**src/rtl/ep0_gate_pkg.sv**
```systemverilog
package ep0_gate_pkg;

  localparam int NFLAG     = 3;
  localparam int FLAG_CMD  = 0;
  localparam int FLAG_STAT = 1;
  localparam int FLAG_FELL = 2;

  typedef enum logic [1:0] {
    STG_IDLE  = 2'd0,
    STG_SETUP = 2'd1,
    STG_CMD   = 2'd2
  } stage_e;

  // Strobes from the stage control into the datapath.
  typedef struct packed {
    logic             clrAll;
    logic             setGate;
    logic             clrGate;
    logic [NFLAG-1:0] setFlag;
  } gateStb_t;

endpackage

```
**src/rtl/ep0_gate_ctrl.sv**
```systemverilog
module ep0_gate_ctrl
  import ep0_gate_pkg::*;
(
  input  logic     clk,
  input  logic     rstN,
  input  logic     swReset,
  input  logic     setupTok,
  input  logic     setupEnd,
  input  logic     outTok,
  input  logic     gateIn,
  output stage_e   stage,
  output gateStb_t stb
);

  always_ff @(posedge clk or negedge rstN) begin
    if (!rstN)                                  stage <= STG_IDLE;
    else if (swReset)                           stage <= STG_IDLE;
    else if (setupTok)                          stage <= STG_SETUP;
    else if (setupEnd && stage == STG_SETUP)    stage <= STG_CMD;
  end

  // Soft reset masks every hardware event; a new SETUP masks the rest.
  always_comb begin
    stb        = '0;
    stb.clrAll = swReset;
    if (!swReset) begin
      if (setupTok) begin
        stb.setGate = 1'b1;
      end else if (stage == STG_SETUP && setupEnd) begin
        stb.clrGate            = 1'b1;
        stb.setFlag[FLAG_CMD]  = 1'b1;
        stb.setFlag[FLAG_FELL] = 1'b1;
      end else if (stage == STG_CMD && outTok && !gateIn) begin
        stb.setFlag[FLAG_STAT] = 1'b1;
      end
    end
  end

  // a SETUP token always restarts stage tracking
  a_r2_setup_restarts: assert property (@(posedge clk) disable iff (!rstN)
    (setupTok && !swReset) |=> (stage == STG_SETUP));

  // command capture never runs with the gate shut
  a_r2_open_during_setup: assert property (@(posedge clk) disable iff (!rstN)
    (stage == STG_SETUP) |-> gateIn);

  // open and close never requested together
  a_r9_single_gate_cmd: assert property (@(posedge clk) disable iff (!rstN)
    $onehot0({stb.setGate, stb.clrGate}));

endmodule

```
**src/rtl/ep0_gate_dp.sv**
```systemverilog
module ep0_gate_dp
  import ep0_gate_pkg::*;
#(
  parameter int CPU_W  = 8,
  parameter int ADDR_W = 2
) (
  input  logic              clk,
  input  logic              rstN,
  input  gateStb_t          stb,
  input  stage_e            stage,
  input  logic              rxWrStb,
  input  logic              outTok,
  input  logic              cpuWe,
  input  logic [ADDR_W-1:0] cpuAddr,
  input  logic [CPU_W-1:0]  cpuWdata,
  output logic [CPU_W-1:0]  cpuRdata,
  output logic              gate,
  output logic              fifoWrEn,
  output logic              outNak,
  output logic              irq
);

  localparam logic [ADDR_W-1:0] A_CTRL = ADDR_W'(0);
  localparam logic [ADDR_W-1:0] A_FLAG = ADDR_W'(1);
  localparam logic [ADDR_W-1:0] A_EN   = ADDR_W'(2);

  logic [NFLAG-1:0] flags;
  logic [NFLAG-1:0] en;
  logic             fwOpen;
  logic             flagWr;
  logic             unusedBits;

  assign fwOpen     = cpuWe && cpuAddr == A_CTRL && cpuWdata[0];
  assign flagWr     = cpuWe && cpuAddr == A_FLAG;
  assign unusedBits = ^cpuWdata[CPU_W-1:NFLAG];

  // Gate: soft reset, then hardware events, then firmware.
  always_ff @(posedge clk or negedge rstN) begin
    if (!rstN)            gate <= 1'b0;
    else if (stb.clrAll)  gate <= 1'b0;
    else if (stb.setGate) gate <= 1'b1;
    else if (stb.clrGate) gate <= 1'b0;
    else if (fwOpen)      gate <= 1'b1;
  end

  for (genvar i = 0; i < NFLAG; i++) begin : g_flag
    always_ff @(posedge clk or negedge rstN) begin
      if (!rstN)                      flags[i] <= 1'b0;
      else if (stb.clrAll)            flags[i] <= 1'b0;
      else if (stb.setFlag[i])        flags[i] <= 1'b1;
      else if (flagWr && cpuWdata[i]) flags[i] <= 1'b0;
    end
  end

  always_ff @(posedge clk or negedge rstN) begin
    if (!rstN)                            en <= '0;
    else if (stb.clrAll)                  en <= '0;
    else if (cpuWe && cpuAddr == A_EN)    en <= cpuWdata[NFLAG-1:0];
  end

  assign fifoWrEn = rxWrStb && gate;
  assign outNak   = outTok && !gate;
  assign irq      = |(flags & en);

  always_comb begin
    cpuRdata = '0;
    case (cpuAddr)
      A_CTRL: begin
        cpuRdata[0]   = gate;
        cpuRdata[2:1] = stage;
      end
      A_FLAG:  cpuRdata[NFLAG-1:0] = flags;
      A_EN:    cpuRdata[NFLAG-1:0] = en;
      default: cpuRdata = '0;
    endcase
  end

  // a SETUP strobe opens the gate regardless of firmware
  a_r2_setup_opens: assert property (@(posedge clk) disable iff (!rstN)
    stb.setGate |=> gate);

  // command completion closes the gate and posts the command
  a_r3_end_closes: assert property (@(posedge clk) disable iff (!rstN)
    stb.clrGate |=> (!gate && flags[FLAG_CMD] && flags[FLAG_FELL]));

  // a refused status OUT is always recorded
  a_r6_stat_captured: assert property (@(posedge clk) disable iff (!rstN)
    stb.setFlag[FLAG_STAT] |=> flags[FLAG_STAT]);

  // soft reset leaves nothing behind
  a_r1_soft_reset: assert property (@(posedge clk) disable iff (!rstN)
    stb.clrAll |=> (!gate && flags == '0 && en == '0));

  initial a_r10_width: assert (CPU_W >= NFLAG && CPU_W >= 3);

endmodule

```
**src/rtl/ep0_out_gate.sv**
```systemverilog
module ep0_out_gate
  import ep0_gate_pkg::*;
#(
  parameter int CPU_W = 8
) (
  input  logic             clk,
  input  logic             rstN,
  input  logic             swReset,
  input  logic             setupTok,
  input  logic             setupEnd,
  input  logic             outTok,
  input  logic             rxWrStb,
  output logic             fifoWrEn,
  output logic             outNak,
  input  logic             cpuWe,
  input  logic [1:0]       cpuAddr,
  input  logic [CPU_W-1:0] cpuWdata,
  output logic [CPU_W-1:0] cpuRdata,
  output logic             irq
);

  stage_e   stage;
  gateStb_t stb;
  logic     gate;

  ep0_gate_ctrl u_ctrl (
    .clk      (clk),
    .rstN     (rstN),
    .swReset  (swReset),
    .setupTok (setupTok),
    .setupEnd (setupEnd),
    .outTok   (outTok),
    .gateIn   (gate),
    .stage    (stage),
    .stb      (stb)
  );

  ep0_gate_dp #(.CPU_W(CPU_W), .ADDR_W(2)) u_dp (
    .clk      (clk),
    .rstN     (rstN),
    .stb      (stb),
    .stage    (stage),
    .rxWrStb  (rxWrStb),
    .outTok   (outTok),
    .cpuWe    (cpuWe),
    .cpuAddr  (cpuAddr),
    .cpuWdata (cpuWdata),
    .cpuRdata (cpuRdata),
    .gate     (gate),
    .fifoWrEn (fifoWrEn),
    .outNak   (outNak),
    .irq      (irq)
  );

endmodule

```
**config.mk**
```make
export PLATFORM = sky130hd
export DESIGN_NAME = ep0_out_gate
export DESIGN_NICKNAME = d
export VERILOG_FILES = /design/src/rtl/ep0_gate_pkg.sv /design/src/rtl/ep0_gate_ctrl.sv /design/src/rtl/ep0_gate_dp.sv /design/src/rtl/ep0_out_gate.sv
export SDC_FILE = /design/constraint.sdc
export NUM_CORES = 1
export LEC_CHECK = 0
export CORE_MARGIN = 4
export CORE_UTILIZATION = 38
export DETAILED_ROUTE_END_ITERATION = 8
export PLACE_DENSITY = 0.77
export SETUP_SLACK_MARGIN = 0.02
export SYNTH_ARGS = -nofsm -noshare
export SYNTH_HDL_FRONTEND = slang
export SYNTH_SLANG_ARGS = --single-unit
```
**constraint.sdc**
```tcl
create_clock -name clk -period 1.4 [get_ports clk]
set_clock_uncertainty 0.1 [all_clocks]
set_input_delay 0.28 -clock clk [delete_from_list [all_inputs] [get_ports clk]]
set_output_delay 0.28 -clock clk [all_outputs]
set_load 0.02 [all_outputs]
```
==> flow_summary_export.csv <==
group,metric,value,unit
status,outcome,"finished, violations left",
status,violations,"setup timing",
worst_setup_path,cp_data_arrival_time,1.28,ns
final_layout,post_layout_nonfiller_instances,110,
route,routed_via_density,5.02,
route,dr.first_iter.drc_count,18,
floorplan,core,0.00135,mm2
clock_network,clock-sinks,9,
grt,grtUsageTotal,16.8,%
timing,setup_tns,-0.586,ns
route,wl_per_cell,15.4,um
final_layout,layout.nets,114,
logic_synthesis,yosys-top-cells-count,"dfrtp_1 (9), mux2i_1 (6), nor2_1 (6), buf_4 (5), a21oi_1 (4)",
clock_network,root_buffer,"clkbuf_4",
worst_setup_path,startpoint,"u_dp.en[0]$_DFFE_PN0P_",
logic_synthesis,yosys.area_share.simple,27.4,%
grt,grt_overflow,0,
clock_network,cts_buffers,3,
grt,grt_antenna_before_repair,0,
logic_synthesis,post-synth-top-count-cell,"dfrtp_1",
power_and_ir_drop,power_density,721,mW/mm2
logic_synthesis,synth-compound-area-share,10.8,%
logic_synthesis,avgSynthCellArea,9.94,um2
worst_setup_path,critPathLaunchType,"flop",
place,port-buffer-count,18,
final_layout,multiInputGateArea,309,um2
worst_setup_path,regToRegStartpoint,"u_ctrl.stage[0]$_DFFE_PN0P_",
worst_setup_path,slowest_stage,"dfrtp_1",
logic_synthesis,syn_inst,57,
floorplan,io-pin-count,29,
clock_network,clk_pin_slew_worst_paths,0.06,ns
worst_setup_path,cpPeakStageDelay,0.40,ns
worst_setup_path,crit_type,"reg2out",
place,post-place-ws,-0.765,ns
route,ant_nets,0,
worst_setup_path,cp.buffers_inverters,2,
logic_synthesis,synth_adder_area_share,0,%
final_layout,final_layout_size_suffix_gt1_share,35.8,%
route,drc,0,
final_layout,post-route-util,68.3,%
logic_synthesis,synth_xor_area_share,0,%
grt,grt_pass1_vias,560,
worst_setup_path,crit_required,1.02,ns
worst_setup_path,cp_top_family,"flip-flops",
timing,report.final.slew_viol_count,0,
power_and_ir_drop,total_leakage_power,0.000481,uW
timing,period_share,119,%
logic_synthesis,synth_area,567,um2
logic_synthesis,synth_edf_count,0,
logic_synthesis,yosys-top-cells-area,"dfrtp_1 (40%), mux2i_1 (11%), buf_4 (6.6%)",
place,place_congestion,0.845,
final_layout,n_antenna_cell,0,
place,dp_hpwl,1270,um
clock_network,ctsLongestPathBuffers,2,
timing,period_needed,1.66,ns
worst_setup_path,rrSetupSlack,0.19,ns
floorplan,initial_core_util,42.0,%
route,num_vias,552,
floorplan,die_h,46.6,um
floorplan,row_count,13,
floorplan,die_w,46.6,um
worst_setup_path,crit_chain,"a222oi_1, inv_1, buf_6",
clock_network,insertion_delay,0.26,ns
power_and_ir_drop,peakVddDrop,0.476,mV
worst_setup_path,end_kind,"output pin",
timing,max_freq,601,MHz
grt,grt_pass1_wl,2430,um
worst_setup_path,crit_end,"irq",
place,dp.cells,99,
logic_synthesis,synth_top_family_by_area,"simple AND/OR/NAND/NOR gates",
timing,rsz0062_at_grt,"yes",
final_layout,regArea,225,um2
flow_run,max_cap_violations,0,
logic_synthesis,yosysSeqAreaShare,39.7,%
final_layout,synthToLayoutAreaGrowth,62.7,%
floorplan,die-area,0.00217,mm2
hold_path,hp-class,"in2async",
clock_network,h-tree-depth,1,
clock_network,cts_tree,"done",
logic_synthesis,synth_top_area_cell,"dfrtp_1",
logic_synthesis,ys.flop_type,"dfrtp_1",
logic_synthesis,muxShareOfSynthArea,10.6,%
logic_synthesis,synth_seq_cells,9,
logic_synthesis,synth_warnings,0,
timing,finalHoldViolCount,0,
route,totalWireLength,1700,um
grt,grt_max_degree,10,
logic_synthesis,yosys.area.top_type_share,39.7,%
worst_setup_path,rr_worst_depth,4,
logic_synthesis,synthArstFlopShare,100,%
timing,worst_slack,-0.263,ns
power_and_ir_drop,power,664,uW
worst_setup_path,crit_fanout,2,
final_layout,nFillCells,108,
worst_setup_path,timing.rr.end,"u_dp.flags[0]$_DFFE_PN0P_",
worst_setup_path,cp_num_cells,3,
logic_synthesis,synth.distinct_cells,25,
timing,setup_viol,5,
route,drt_first_pass_iters,4,
clock_network,hold_buffers,0,
## per-stage QoR
stage / hold WS, ns / area (um2)
floorplan: -0.116 / 582
global placement: 0.447 / 817
detailed placement: 0.473 / 817
CTS: 0.228 / 888
global route: 0.249 / 922
finish: 0.233 / 922
## cells by family (layout without fill, tap and decap cells)
group / after synthesis / count (layout)
AO/OA/AOI/OAI: 10 / 10
other: 1 / 5
multiplexers: 6 / 6
AND/OR/NAND/NOR: 22 / 22
flip-flops: 9 / 9
buffers and inverters: 9 / 43
## sequential cells by signal (all words and copies together), names as in the netlist
register / flops
u_dp.en: 3
u_dp.flags: 3
u_ctrl.stage: 2
u_dp.gate: 1
## report_power, final
group | switching, uW | internal, uW | total (uW) | leakage, uW
sequential | 9.84 | 270 | 280 | 0.000122
clock | 87.0 | 110 | 197 | 0.0000150
combinational | 84.2 | 104 | 188 | 0.000344
total | 181 | 483 | 664 | 0.000481
## cell type report
| cell class | count | share of cell area, % |
|---|---|---|
| inverters | 2 | 0.814 |
| repair buffers | 37 | 36.4 |
| flip-flops and latches | 9 | 24.4 |
| clock buffers | 4 | 2.85 |
| well taps | 15 | 2.04 |
| multi-input cells | 43 | 33.5 |
## worst min path at each step
stage	startpoint	slack [ns]	endpoint
floorplan	rstN	-0.12	u_ctrl.stage[0]$_DFFE_PN0P_
global placement	u_dp.en[2]$_DFFE_PN0P_	0.45	u_dp.en[2]$_DFFE_PN0P_
detailed placement	u_dp.en[2]$_DFFE_PN0P_	0.47	u_dp.en[2]$_DFFE_PN0P_
CTS	rstN	0.23	u_dp.gate$_DFFE_PN0P_
global route	rstN	0.25	u_dp.gate$_DFFE_PN0P_
finish	rstN	0.23	u_dp.gate$_DFFE_PN0P_
## cells in the final DEF (no fill, tap or decap), types with 2 or more instances in the layout
master	synthesis	final
a21oi_1	4	4
buf_4	5	17
buf_6	1	8
clkbuf_4	0	3
clkdlybuf4s50_1	0	9
conb_1	1	5
dfrtp_1	9	9
dlygate4sd2_1	0	2
inv_1	2	2
mux2i_1	6	5
nand2_1	3	3
nand4b_1	2	2
nor2_1	6	6
nor2b_4	1	2
nor3_1	2	2
o21ai_1	0	3
## routing by layer
metal,up-vias,global-route usage [%],wire (um)
li1,268,-,-
met1,258,17.3,627
met2,22,29.9,923
met3,4,3.91,120
met4,0,10.5,25
met5,-,0,0
## what timing repair did
action                                  4_1_cts  5_1_grt
setup buffers                                 6        1
resized for setup                            44        8
cloned                                        0        0
pin swaps                                     4        4
endpoints found under the setup margin        6        6
Power figures use the tool's default switching activity.
